<file path="config.mk">
export PLATFORM = sky130hd
export DESIGN_NAME = pwm_bit_demod
export DESIGN_NICKNAME = d
export VERILOG_FILES = /design/src/rtl/pwm_bit_demod.sv
export SDC_FILE = /design/constraint.sdc
export NUM_CORES = 1
export LEC_CHECK = 0
export ABC_AREA = 1
export BUFFER_PORTS_ARGS = -buffer_cell sky130_fd_sc_hd__buf_2
export CELL_PAD_IN_SITES_DETAIL_PLACEMENT = 0
export CELL_PAD_IN_SITES_GLOBAL_PLACEMENT = 2
export CORE_ASPECT_RATIO = 0.7
export CORE_MARGIN = 10
export CORE_UTILIZATION = 36
export CTS_BUF_LIST = sky130_fd_sc_hd__clkbuf_8 sky130_fd_sc_hd__clkbuf_16
export CTS_CLUSTER_DIAMETER = 60
export DETAILED_ROUTE_END_ITERATION = 6
export GPL_ROUTABILITY_DRIVEN = 1
export GPL_TIMING_DRIVEN = 0
export PLACE_DENSITY_LB_ADDON = 0.1
export SLEW_MARGIN = 10
export SYNTH_ARGS = -nofsm -noshare
export SYNTH_HDL_FRONTEND = slang
export SYNTH_SLANG_ARGS = --single-unit
</file>
<file path="constraint.sdc">
create_clock -name clk -period 4.6 [get_ports clk]
set_input_delay 0.92 -clock clk [delete_from_list [all_inputs] [get_ports clk]]
set_output_delay 0.92 -clock clk [all_outputs]
set_load 0.01 [all_outputs]
</file>
<file path="src/rtl/pwm_bit_demod.sv">
module pwm_bit_demod #(
  parameter int CNT_W   = 13,
  parameter int TIMEOUT = 6000,
  parameter int LOCK_N  = 8,
  parameter int TOL_SH  = 3
) (
  input  logic clk,
  input  logic rst_n,
  input  logic carrier_in,
  output logic bit_out,
  output logic bit_valid,
  output logic locked
);
  localparam int AW = $clog2(LOCK_N + 1);
  localparam logic [CNT_W-1:0] TMO = CNT_W'(TIMEOUT);
  localparam logic [AW-1:0] AGREE_LAST = AW'(LOCK_N - 1);

  logic [2:0]       sh;
  logic [CNT_W-1:0] cnt, per;
  logic             have_edge, have_per;
  logic [AW-1:0]    agree;

  wire              rise  = sh[1] & ~sh[2];
  wire              tmo   = (cnt == TMO);
  wire [CNT_W-1:0]  half  = per >> 1;
  wire [CNT_W-1:0]  diff  = (cnt > per) ? cnt - per : per - cnt;
  wire              match = (diff <= (per >> TOL_SH));
  wire              mid   = have_per && !rise && (cnt == half);

  always_ff @(posedge clk) begin
    if (!rst_n) sh <= '0;
    else        sh <= {sh[1:0], carrier_in};
  end

  always_ff @(posedge clk) begin
    if (!rst_n) begin
      cnt       <= '0;
      per       <= '0;
      have_edge <= 1'b0;
      have_per  <= 1'b0;
      agree     <= '0;
      locked    <= 1'b0;
      bit_out   <= 1'b0;
      bit_valid <= 1'b0;
    end else begin
      bit_valid <= 1'b0;
      if (rise) begin
        cnt       <= CNT_W'(1);
        have_edge <= 1'b1;
        if (have_edge) begin
          per      <= cnt;
          have_per <= 1'b1;
        end
        if (have_per && match) begin
          if (agree == AGREE_LAST) locked <= 1'b1;
          else                     agree  <= agree + 1'b1;
        end else begin
          agree  <= '0;
          locked <= 1'b0;
        end
      end else if (tmo) begin
        have_edge <= 1'b0;
        have_per  <= 1'b0;
        agree     <= '0;
        locked    <= 1'b0;
      end else begin
        cnt <= cnt + 1'b1;
      end
      if (mid) begin
        bit_out   <= sh[1];
        bit_valid <= locked;
      end
    end
  end
endmodule

</file>
# After elaboration in Yosys (flattened, before gate mapping)
# Index checks and enable logic that the tools add are counted.
[op_classes]
addsub = 4
mul = 0
div = 0
magnitude_cmp = 2
eq_ne = 7
shift = 0
mux = 14
n_bitwise = 3
n_reduce_logical = 11
[op_table]
columns = ["cell", "count"]
rows = [
  ["13-bit subtractor", 2],
  ["4-bit two-way mux", 4],
  ["13-bit by 1-bit adder with 13-bit output, second input constant", 1],
  ["13-bit by 12-bit equality test with 1-bit output", 1],
  ["13-bit equality test, second input constant", 1],
  ["13-bit greater-than comparator", 1],
  ["13-bit by 10-bit <= comparator with 1-bit output", 1],
  ["13-bit two-way mux", 1],
  ["2-bit AND reduction", 5],
  ["1-bit two-way mux", 9],
  ["4-bit by 1-bit adder with 4-bit output, second input constant", 1],
  ["4-bit by 3-bit equality test with 1-bit output, second input constant", 1],
  ["2-bit inequality test, second input constant", 2],
  ["1-bit logical AND", 3],
  ["3-bit by 2-bit inequality test with 1-bit output, second input constant", 1],
  ["3-bit inequality test, second input constant", 1],
  ["1-bit inverter", 2],
  ["2-bit nonzero test", 1],
  ["2-bit OR reduction", 1],
  ["1-bit bitwise AND", 1],
  ["1-bit zero test", 1],
]
[totals]
ff_bits = 38
latchBits = 0
ram_bits = 0
mem_bits_ro = 0
input_bits = 3
out_inout_bits = 3
elab_cells = 51
memories = 0

# Depth between registers and ports, before layout
# Gate-level depths: netlist (run 1).
[depth]
depth_word = 6
depth_mapped = 28
mapped_depth_nobuf = 27

# Least setup slack after synthesis (run 1)
# OpenSTA, ideal clock, no wires.
[synth_path]
path_type = "flip-flop to flip-flop"
from = "reg cnt[8]"
to = "reg agree[0]"
setup_ns = 0.115
arrival_ns = 3.512
required_ns = 4.485
slack_ns = 0.973
path_stages_with_launch = 23
n_path_buf = 2
period_less_slack_ns = 3.627
cell_sequence = "dfxtp_1 -> clkbuf_1 -> inv_1 -> ha_1 -> nand2_2 -> inv_2 -> nand2_1 -> nand2_1 -> a21oi_1 -> nand2_2 -> nand2_4 -> buf_6 -> mux2i_1 -> o21bai_1 -> xor2_1 -> inv_1 -> ha_1 -> nand2_1 -> or4_1 -> nand2_1 -> nand4_4 -> a21oi_1 -> nor2_1"
[synth_between]
elab_chain_cells = 6
word_cells_on_any_way = 12
cone_classes = "add/sub (2); order compare (2); eq/ne (2); mux (3); reduce/logical (3)"
[synth_rtl]
columns = ["element", "line_no", "rtl"]
rows = [
  ["start: declaration", "19", "logic [CNT_W-1:0] cnt, per;"],
  ["start signal: assignment", "67", "cnt <= cnt + 1'b1;"],
  ["13-bit subtractor or 13-bit greater-than comparator (tied branches)", "26", "wire [CNT_W-1:0] diff = (cnt > per) ? cnt - per : per - cnt;"],
  ["13-bit two-way mux", "26", ""],
  ["13-bit by 10-bit <= comparator with 1-bit output", "27", "wire match = (diff <= (per >> TOL_SH));"],
  ["1-bit logical AND", "54", "if (have_per && match) begin"],
  ["3-bit inequality test (no line) or 4-bit two-way mux (tied branches)", "--", ""],
  ["2-bit AND reduction (no line) or 4-bit two-way mux (tied branches)", "--", ""],
  ["end signal: assignment", "56", "else agree <= agree + 1'b1;"],
  ["end: declaration", "21", "logic [AW-1:0] agree;"],
]
# Parallel ways exist; a longest one is shown, timed or not.
# A chain may end at the register's enable or synchronous reset.

# Worst setup path after layout (run 1)
[layout_path]
from = "reg cnt[3]"
to = "reg agree[2]"
# Same word-level chain as after synthesis.

==> results of run 1 <==
-- worst max-delay path, stage by stage, from the launching register on --
cell	delay (ns)
dfxtp_1	0.50
inv_1	0.19
ha_1	0.43
nand2_2	0.16
inv_1	0.09
nand2_1	0.10
nand3_2	0.13
nand2_1	0.10
nand2_2	0.07
nand2_4	0.10
buf_6	0.16
mux2i_1	0.28
o21bai_1	0.12
xor2_1	0.14
inv_1	0.06
ha_1	0.31
nand2_1	0.10
nor2_1	0.05
a211oi_1	0.29
nand2_1	0.10
nand2_1	0.07
nand2_1	0.06
nand2_2	0.15
nand4_4	0.19
a21oi_1	0.19
nor2_1	0.06
-- worst paths after layout --
check	from	to	cells past startpoint
setup / recovery	cnt[3]	agree[2]	25
setup reg to reg	cnt[3]	agree[2]	25
hold / removal	sh[0]	sh[1]	2
hold reg to reg	sh[0]	sh[1]	2
-- kinds of logic (layout without fill, tap and decap cells) --
family	count (synthesis)	count (layout)	share of synthesized area (%)
buffers and inverters	111	124	12.4
muxes	1	1	0.291
adders and majority gates	40	40	15.0
and+or+nand+nor	241	241	32.1
AOI/OAI and AO/OA	88	88	13.9
DFF	38	38	22.1
xor gates and xnor gates	16	16	4.08
-- registers in the layout, indices dropped and copies added (netlist names) --
register	count
sh	3
have_edge	1
bit_out	1
bit_valid	1
locked	1
per	13
have_per	1
agree	4
cnt	13
-- power groups by stage --
stage	sequential [mW]	clock, mW	combinational (mW)
floorplan	0.349	0	0.262
global placement	0.352	0	0.348
detailed placement	0.352	0	0.351
CTS	0.345	0.357	0.353
global route	0.346	0.374	0.407
finish	0.345	0.350	0.364
-- through the flow --
stage          worst slack, ns  total power [mW]  area (um^2)
2_1_floorplan            0.973             0.611         3430
3_3_place_gp             0.166             0.700         3610
3_5_place_dp             0.195             0.703         3610
4_1_cts                  0.173              1.05         3760
5_1_grt                 0.0290              1.13         3780
6_report                 0.295              1.06         3780
-- cells in the final DEF, fill, tap and decap left out, types with 3 or more instances in the layout --
master     instances
a21oi_1           41
buf_2              7
clkbuf_1           3
clkbuf_16          5
dfxtp_1           36
ha_1              37
inv_1            100
inv_2              4
nand2_1          134
nand2_2            8
nand3_1           22
nand3_2            3
nand4_1           16
nor2_1            32
nor2_2             3
nor2_4             3
nor3_1            12
o21ai_0           27
o22ai_1            4
xnor2_1            5
xor2_1            11
-- per-layer routing --
| layer | part of all wire, % | vias up |
|---|---|---|
| met5 | 0 | - |
| met4 | 0.18 | 0 |
| met3 | 7.0 | 5 |
| met2 | 35 | 98 |
| met1 | 58 | 1530 |
| li1 | - | 1739 |
-- final cells by class --
class                      instances  area (um^2)
multi-input combinational        386         2260
inverter                         104          390
fill                             997         5400
clock buffer                       6          139
buffer                             7         37.5
sequential                        38          763
tap                              124          155
clock inverter                     2         8.76
timing repair buffer               5         25.0
==> flow_summary.toml, run 1 <==
[grt]
grt_pass1_wl_mm = 17.0
grt_busiest_layer = "met1"
global_route.usage.total_pct = 15.7
globalRouteMet1Util_pct = 26.4
use_met2_pct = 19.2
use_met3_pct = 3.17
grt_pass1_vias = 3010
overflow = 0
grt_start_max_net_pins = 12
antenna_found_initial = 0

[power]
swShare_pct = 36.1
power_density_nw_per_um2 = 280
pwr-share-comb_pct = 34.4
p_clk_share_pct = 33.0
intPower_uw = 676
switching_power_uw = 382
ir_worst_vdd_mv = 0.159
p_leak_nw = 1.86
p_seq_share_pct = 32.6

[synthesis]
synth_seq_cells = 38
syn_area_um2 = 3430
synth_commonest_cells = "nand2_1, inv_1, a21oi_1"
async_reset_ff_share_pct = 0
synth_cell_type_count = 40
syn_area_per_cell_um2 = 6.42
ys.flop_type = "dfxtp_1"
synth.largest_area_cell = "dfxtp_1"
ys_top_cells_by_area = "dfxtp_1, nand2_1, ha_1, inv_1, a21oi_1"
netlist_instances = 535
synth_warnings = 0
synth_fp_nets = 578
synth_top_area_share_pct = 22.1
yosysMostFrequentCell = "nand2_1"
synth-seq-area-share_pct = 22.1
synth-edff-count = 0

[hold_path]
min_path_type = "register to register"

[clock_network]
cts_made_buffers = 5
clock_sinks = 38
post-cts-setup-buffers = 0
cts_tree = "done"
cts_buffer_depth = 2
cts_resized = 0
path_clk_slew_ns = 0.06
insertion_delay_ns = 0.28
hold_buffers = 0
clk_root_buffer_cell = "clkbuf_16"
htree_levels = 2

[setup_path]
arrival_ns = 4.48
crit_path_end_kind = "register"
required_ns = 4.78
worstSetupPathType = "register to register"
crit_fanout = 10
r2r_setup_slack_ns = 0.29
startpoint_type = "register"

[layout]
diodes = 0
drive_gt1_share_pct = 8.58
syn_to_final_growth_pct = 10.0
final_core_util_pct = 41.2
layout.nets = 590
fin_cells = 672

[routing]
via_count = 3372
ant_nets = 0
wire_per_inst_um = 16.0
drt_first_pass_iters = 5
routed_via_density = 5.02
drt-total-wl_mm = 10.8
drc_errors = 0
drtIter0Drc = 346

[floorplanning]
rows = 29
start_util_pct = 37.4
die_y_um = 102
die_x_um = 137
dieArea_um2 = 13900
io_pins = 6
coreArea_um2 = 9180

[sta]
rsz0062_at_grt = "false"
worst_hold_slack_ns = 0.409
finalHoldViolations = 0
tightest_slew_ns = 0.542
finalCriticalPeriod_ns = 4.31
setup_tns_ns = 0
period_share_pct = 93.6
fin_worst_skew_ns = 0.00648
max-slew-margin-rel_pct = 63.5
fmax_mhz = 232
drv_slew = 0
setup_violations = 0

[placement]
port_buffers = 5
dp_cells = 664
dp_hpwl_mm = 8.96
gp_congestion = 0.898

[job]
cap_viol_max_count = 0

[run_status]
outcome = "finished clean"
Note: power is estimated with default switching activity, not from simulation.
==> run 2: changes to the inputs <==
Clock period 4.6 ns to 4.8 ns, I/O delays scaled along.
==> run 2 against run 1 <==
- via count is essentially flat
- global-route usage is the same
- first-iteration DRC count shrank 4.3%
- hold slack is essentially flat
- critical path depth is the same
- utilization shrank 0.20 points
- wire length is essentially flat
- final area shrank 0.50%
- clock power shrank 4%
- worst setup slack gained 0.095 ns
- cell count shrank 0.15%
- largest cell class unchanged
==> flow_summary.toml, run 2 (synthesized netlist as in run 1, its figures left out) <==
[run_status]
outcome = "finished clean"

[setup_path]
cpMaxStageDelayCell = "dfxtp_1"
required_ns = 4.98
crit_path_end_kind = "register"
worstSetupPathType = "register to register"
startpoint_type = "register"
crit_fanout = 10
slowest_delay_ns = 0.51
r2r_cells = 25
arrival_ns = 4.59
cpMostUsedCell = "nand2_1"

[clock_network]
cts_tree = "done"
htree_levels = 2
clk_root_buffer_cell = "clkbuf_16"
post-cts-setup-buffers = 0
clock_sinks = 38
path_clk_slew_ns = 0.06
hold_buffers = 0
cts_buffer_depth = 2
insertion_delay_ns = 0.28
cts_made_buffers = 5

[power]
switching_power_uw = 366
ir_worst_vdd_mv = 0.153
swShare_pct = 36.2
pwr-share-comb_pct = 34.1
intPower_uw = 646
p_clk_share_pct = 33.3
power_density_nw_per_um2 = 269
p_seq_share_pct = 32.6
p_leak_nw = 1.85

[placement]
port_buffers = 5
dp_cells = 664
placed_area_um2 = 3610
gp_congestion = 0.898
dp_hpwl_mm = 8.96

[grt]
grt_start_max_net_pins = 12
global_route.usage.total_pct = 15.7
antenna_found_initial = 0
grt_pass1_wl_mm = 17.0
grt_pass1_vias = 3010
overflow = 0

[floorplanning]
rows = 29
die_x_um = 137
start_util_pct = 37.4
die_y_um = 102
io_pins = 6
coreArea_um2 = 9180
dieArea_um2 = 13900

[sta]
finalCriticalPeriod_ns = 4.41
setup_violations = 0
finalHoldViolations = 0
fmax_mhz = 227
tightest_slew_ns = 0.522
setup_tns_ns = 0
drv_slew = 0
max-slew-margin-rel_pct = 64.8
period_share_pct = 91.9
rsz0062_at_grt = "false"
fin_worst_skew_ns = 0.00649

[routing]
drc_errors = 0
via_count = 3370
drt-total-wl_mm = 10.8
wire_per_inst_um = 16.0
drt_first_pass_iters = 5
drtIter0Drc = 331
routed_via_density = 5.02
ant_nets = 0

[layout]
largestRegisters = "cnt: 13 flops, per: 13 flops, agree: 4 flops"
layout.nets = 589
diodes = 0
syn_to_final_growth_pct = 9.47
design_area_um2 = 3760
drive_gt1_share_pct = 7.50
fin_cells = 671
final_common_cell = "nand2_1"
mostFrequentLayoutCells = "nand2_1, inv_1, a21oi_1"

[hold_path]
min_path_type = "register to register"
hold_depth = 2

[job]
cap_viol_max_count = 0
run 2: layout make-up:
class                           instances  area, um^2
Buffer                                  6        32.5
Clock buffer                            6         139
Clock inverter                          2        8.76
Fill cell                             998        5420
Inverter                              104         390
Multi-Input combinational cell        386        2250
Sequential cell                        38         762
Tap cell                              124         155
Timing Repair Buffer                    5        25.0
run 2: per-layer routing:
layer / wire length [um] / vias to the layer above / track usage, %
met5: 0 / - / 0
met4: 16 / 0 / 1.63
met3: 558 / 3 / 3.17
met2: 3800 / 73 / 19.2
met1: 6370 / 1558 / 26.4
li1: - / 1736 / -
run 2: final timing paths:
| check | start | to | slack [ns] |
|---|---|---|---|
| max | cnt[7] | agree[2] | 0.39 |
| min reg2reg | sh[0] | sh[1] | 0.41 |
| min | sh[0] | sh[1] | 0.41 |
| max reg2reg | cnt[7] | agree[2] | 0.39 |
run 2: power by group through the flow:
| stage | registers (mW) | logic, mW | clock network (mW) |
|---|---|---|---|
| after floorplan | 0.334 | 0.251 | 0 |
| after detailed placement | 0.337 | 0.336 | 0 |
| final | 0.330 | 0.345 | 0.337 |
| after global placement | 0.337 | 0.334 | 0 |
| after CTS | 0.330 | 0.338 | 0.342 |
| after global routing | 0.331 | 0.386 | 0.358 |
run 2: timing repair:
| action | CTS | global route |
|---|---|---|
| endpoints found under the hold margin | 0 | 0 |
| setup endpoints to repair | 0 | 4 |
| gates resized for setup | 0 | 1 |
run 2: critical path: cells and delay by family (launching register included):
family                     cells  cell delay [ns]
buffers and inverters          4             0.44
DFF                            1             0.51
xor gates and xnor gates       1             0.14
muxes                          1             0.28
adders and majority gates      2             0.72
AOI/OAI and AO/OA              4             0.78
and+or+nand+nor               13             1.42
run 2: stage by stage:
step	hold WS, ns	total power, mW	setup WS (ns)	util (%)
2_1_floorplan	0.390	0.585	1.17	-
3_3_place_gp	0.395	0.671	0.366	39.4
3_5_place_dp	0.395	0.674	0.395	39.4
4_1_cts	0.408	1.01	0.373	41.0
5_1_grt	0.430	1.08	0.0171	41.0
6_report	0.409	1.01	0.390	41.0
==> run 3: changes to the inputs <==
Settings changed: BUFFER_PORTS_ARGS -buffer_cell sky130_fd_sc_hd__buf_2 to unset, DONT_BUFFER_PORTS set to 1.
==> run 3 against run 2 <==
- first-iteration DRC count rose by 3.0%
- final area rose by 0.60%
- total power grew 9.1%
- clock skew is 0.00092 ns higher
- sequential power about the same
- register-to-register slack got worse by 0.07 ns
- cell count fell by 0.75%
- count of clock-buffer cells in the layout is 1 lower
- sequential cell count stayed put
- hold slack gained 0.0025 ns
- worst setup slack got worse by 0.073 ns
- critical path depth unchanged
- largest cell class unchanged
==> flow_summary.toml, run 3 (synthesized netlist as in run 1, its figures left out) <==
[run_status]
outcome = "finished clean"

[layout]
seq_area_um2 = 763
multiInputGateArea_um2 = 2250
final_common_cell = "nand2_1"
design_area_um2 = 3780
drive_gt1_share_pct = 7.01
diodes = 0
nFillCells = 1005
largestRegisters = "cnt: 13 flops, per: 13 flops, agree: 4 flops"
final_core_util_pct = 41.2
fin_cells = 666
layout.nets = 584
syn_to_final_growth_pct = 10.1
mostFrequentLayoutCells = "nand2_1, inv_1, a21oi_1"

[setup_path]
cpMaxStageDelayCell = "dfxtp_1"
arrival_ns = 4.65
cp.depth = 25
worstSetupPathType = "register to register"
startpoint_type = "register"
crit_buf_inv = 4
crit_fanout = 10
slowest_delay_ns = 0.50
r2r-start = "cnt[3]"
cpMostUsedCell = "nand2_1"
crit_path_end_kind = "register"
r2r_end = "agree[2]"
r2r_setup_slack_ns = 0.32
required_ns = 4.97
cp_top_family = "simple AND/OR/NAND/NOR gates"
r2r_cells = 25

[floorplanning]
coreArea_um2 = 9180
rows = 29
start_util_pct = 37.4
dieArea_um2 = 13900
die_x_um = 137
io_pins = 6
die_y_um = 102

[clock_network]
cts_tree = "done"
cts_buffer_depth = 2
hold_buffers = 0
clk_root_buffer_cell = "clkbuf_16"
path_clk_slew_ns = 0.06
htree_levels = 2
clock_sinks = 38
cts_made_buffers = 5
insertion_delay_ns = 0.28
cts_resized = 0
post-cts-setup-buffers = 0

[grt]
overflow = 0
antenna_found_initial = 0
global_route.usage.total_pct = 15.7
grt_pass1_vias = 2952
grt_start_max_net_pins = 14
grt_pass1_wl_mm = 16.9

[hold_path]
worstHoldStart = "sh[0]"
hold_depth = 2
hold_path_end = "sh[1]"
min_path_type = "register to register"

[routing]
drtIter0Drc = 341
via_count = 3339
ant_nets = 0
drt_first_pass_iters = 4
drc_errors = 0
drt-total-wl_mm = 10.7
wire_per_inst_um = 16.1
routed_via_density = 5.01

[sta]
worst_hold_slack_ns = 0.411
fmax_mhz = 223
period_share_pct = 93.4
setup_ws_ns = 0.317
setup_violations = 0
tightest_slew_ns = 0.502
drv_slew = 0
finalHoldViolations = 0
rsz0062_at_grt = "false"
max-slew-margin-rel_pct = 66.5
fin_worst_skew_ns = 0.00741
setup_tns_ns = 0
finalCriticalPeriod_ns = 4.48

[placement]
pre_cts_slack_ns = 0.343
gp_congestion = 0.902
placed_area_um2 = 3590
port_buffers = 0
dp_cells = 659
dp_hpwl_mm = 8.96

[power]
ir_worst_vdd_mv = 0.174
total_power_mw = 1.10
power_density_nw_per_um2 = 292
p_leak_nw = 1.84

[job]
cap_viol_max_count = 0
-- run 3: worst min-delay path, cell delays in order (launching register included) --
cell and delay, ns:
dfxtp_1 0.30, nand2_1 0.04, inv_1 0.04
-- run 3: cell type report --
class | instances | area share, %
sequential | 38 | 20.2
tap | 124 | 4.10
clock inverter | 3 | 1.82
buffer | 6 | 0.860
multi-input combinational | 386 | 59.4
inverter | 104 | 10.3
clock buffer | 5 | 3.31
-- run 3: worst max-delay path by stage --
stage / startpoint / slack [ns] / endpoint
final: cnt[3] / 0.32 / agree[2]
after global routing: cnt[8] / 0.02 / agree[2]
after CTS: cnt[8] / 0.31 / agree[3]
after detailed placement: cnt[8] / 0.34 / agree[3]
after global placement: cnt[9] / 0.31 / agree[0]
after floorplan: cnt[8] / 1.17 / agree[0]
-- run 3: metal layers --
metal	vias up	part of all wire (%)	global-route usage, %
li1	1738	-	-
met1	1507	57	26.4
met2	92	35	18.9
met3	2	7.4	4.30
met4	0	0.075	0.735
met5	-	0	0
-- run 3: power breakdown --
part / internal, mW / switching (mW)
logic: 0.119 / 0.220
registers: 0.322 / 0.00837
clock network: 0.299 / 0.137
total: 0.739 / 0.365
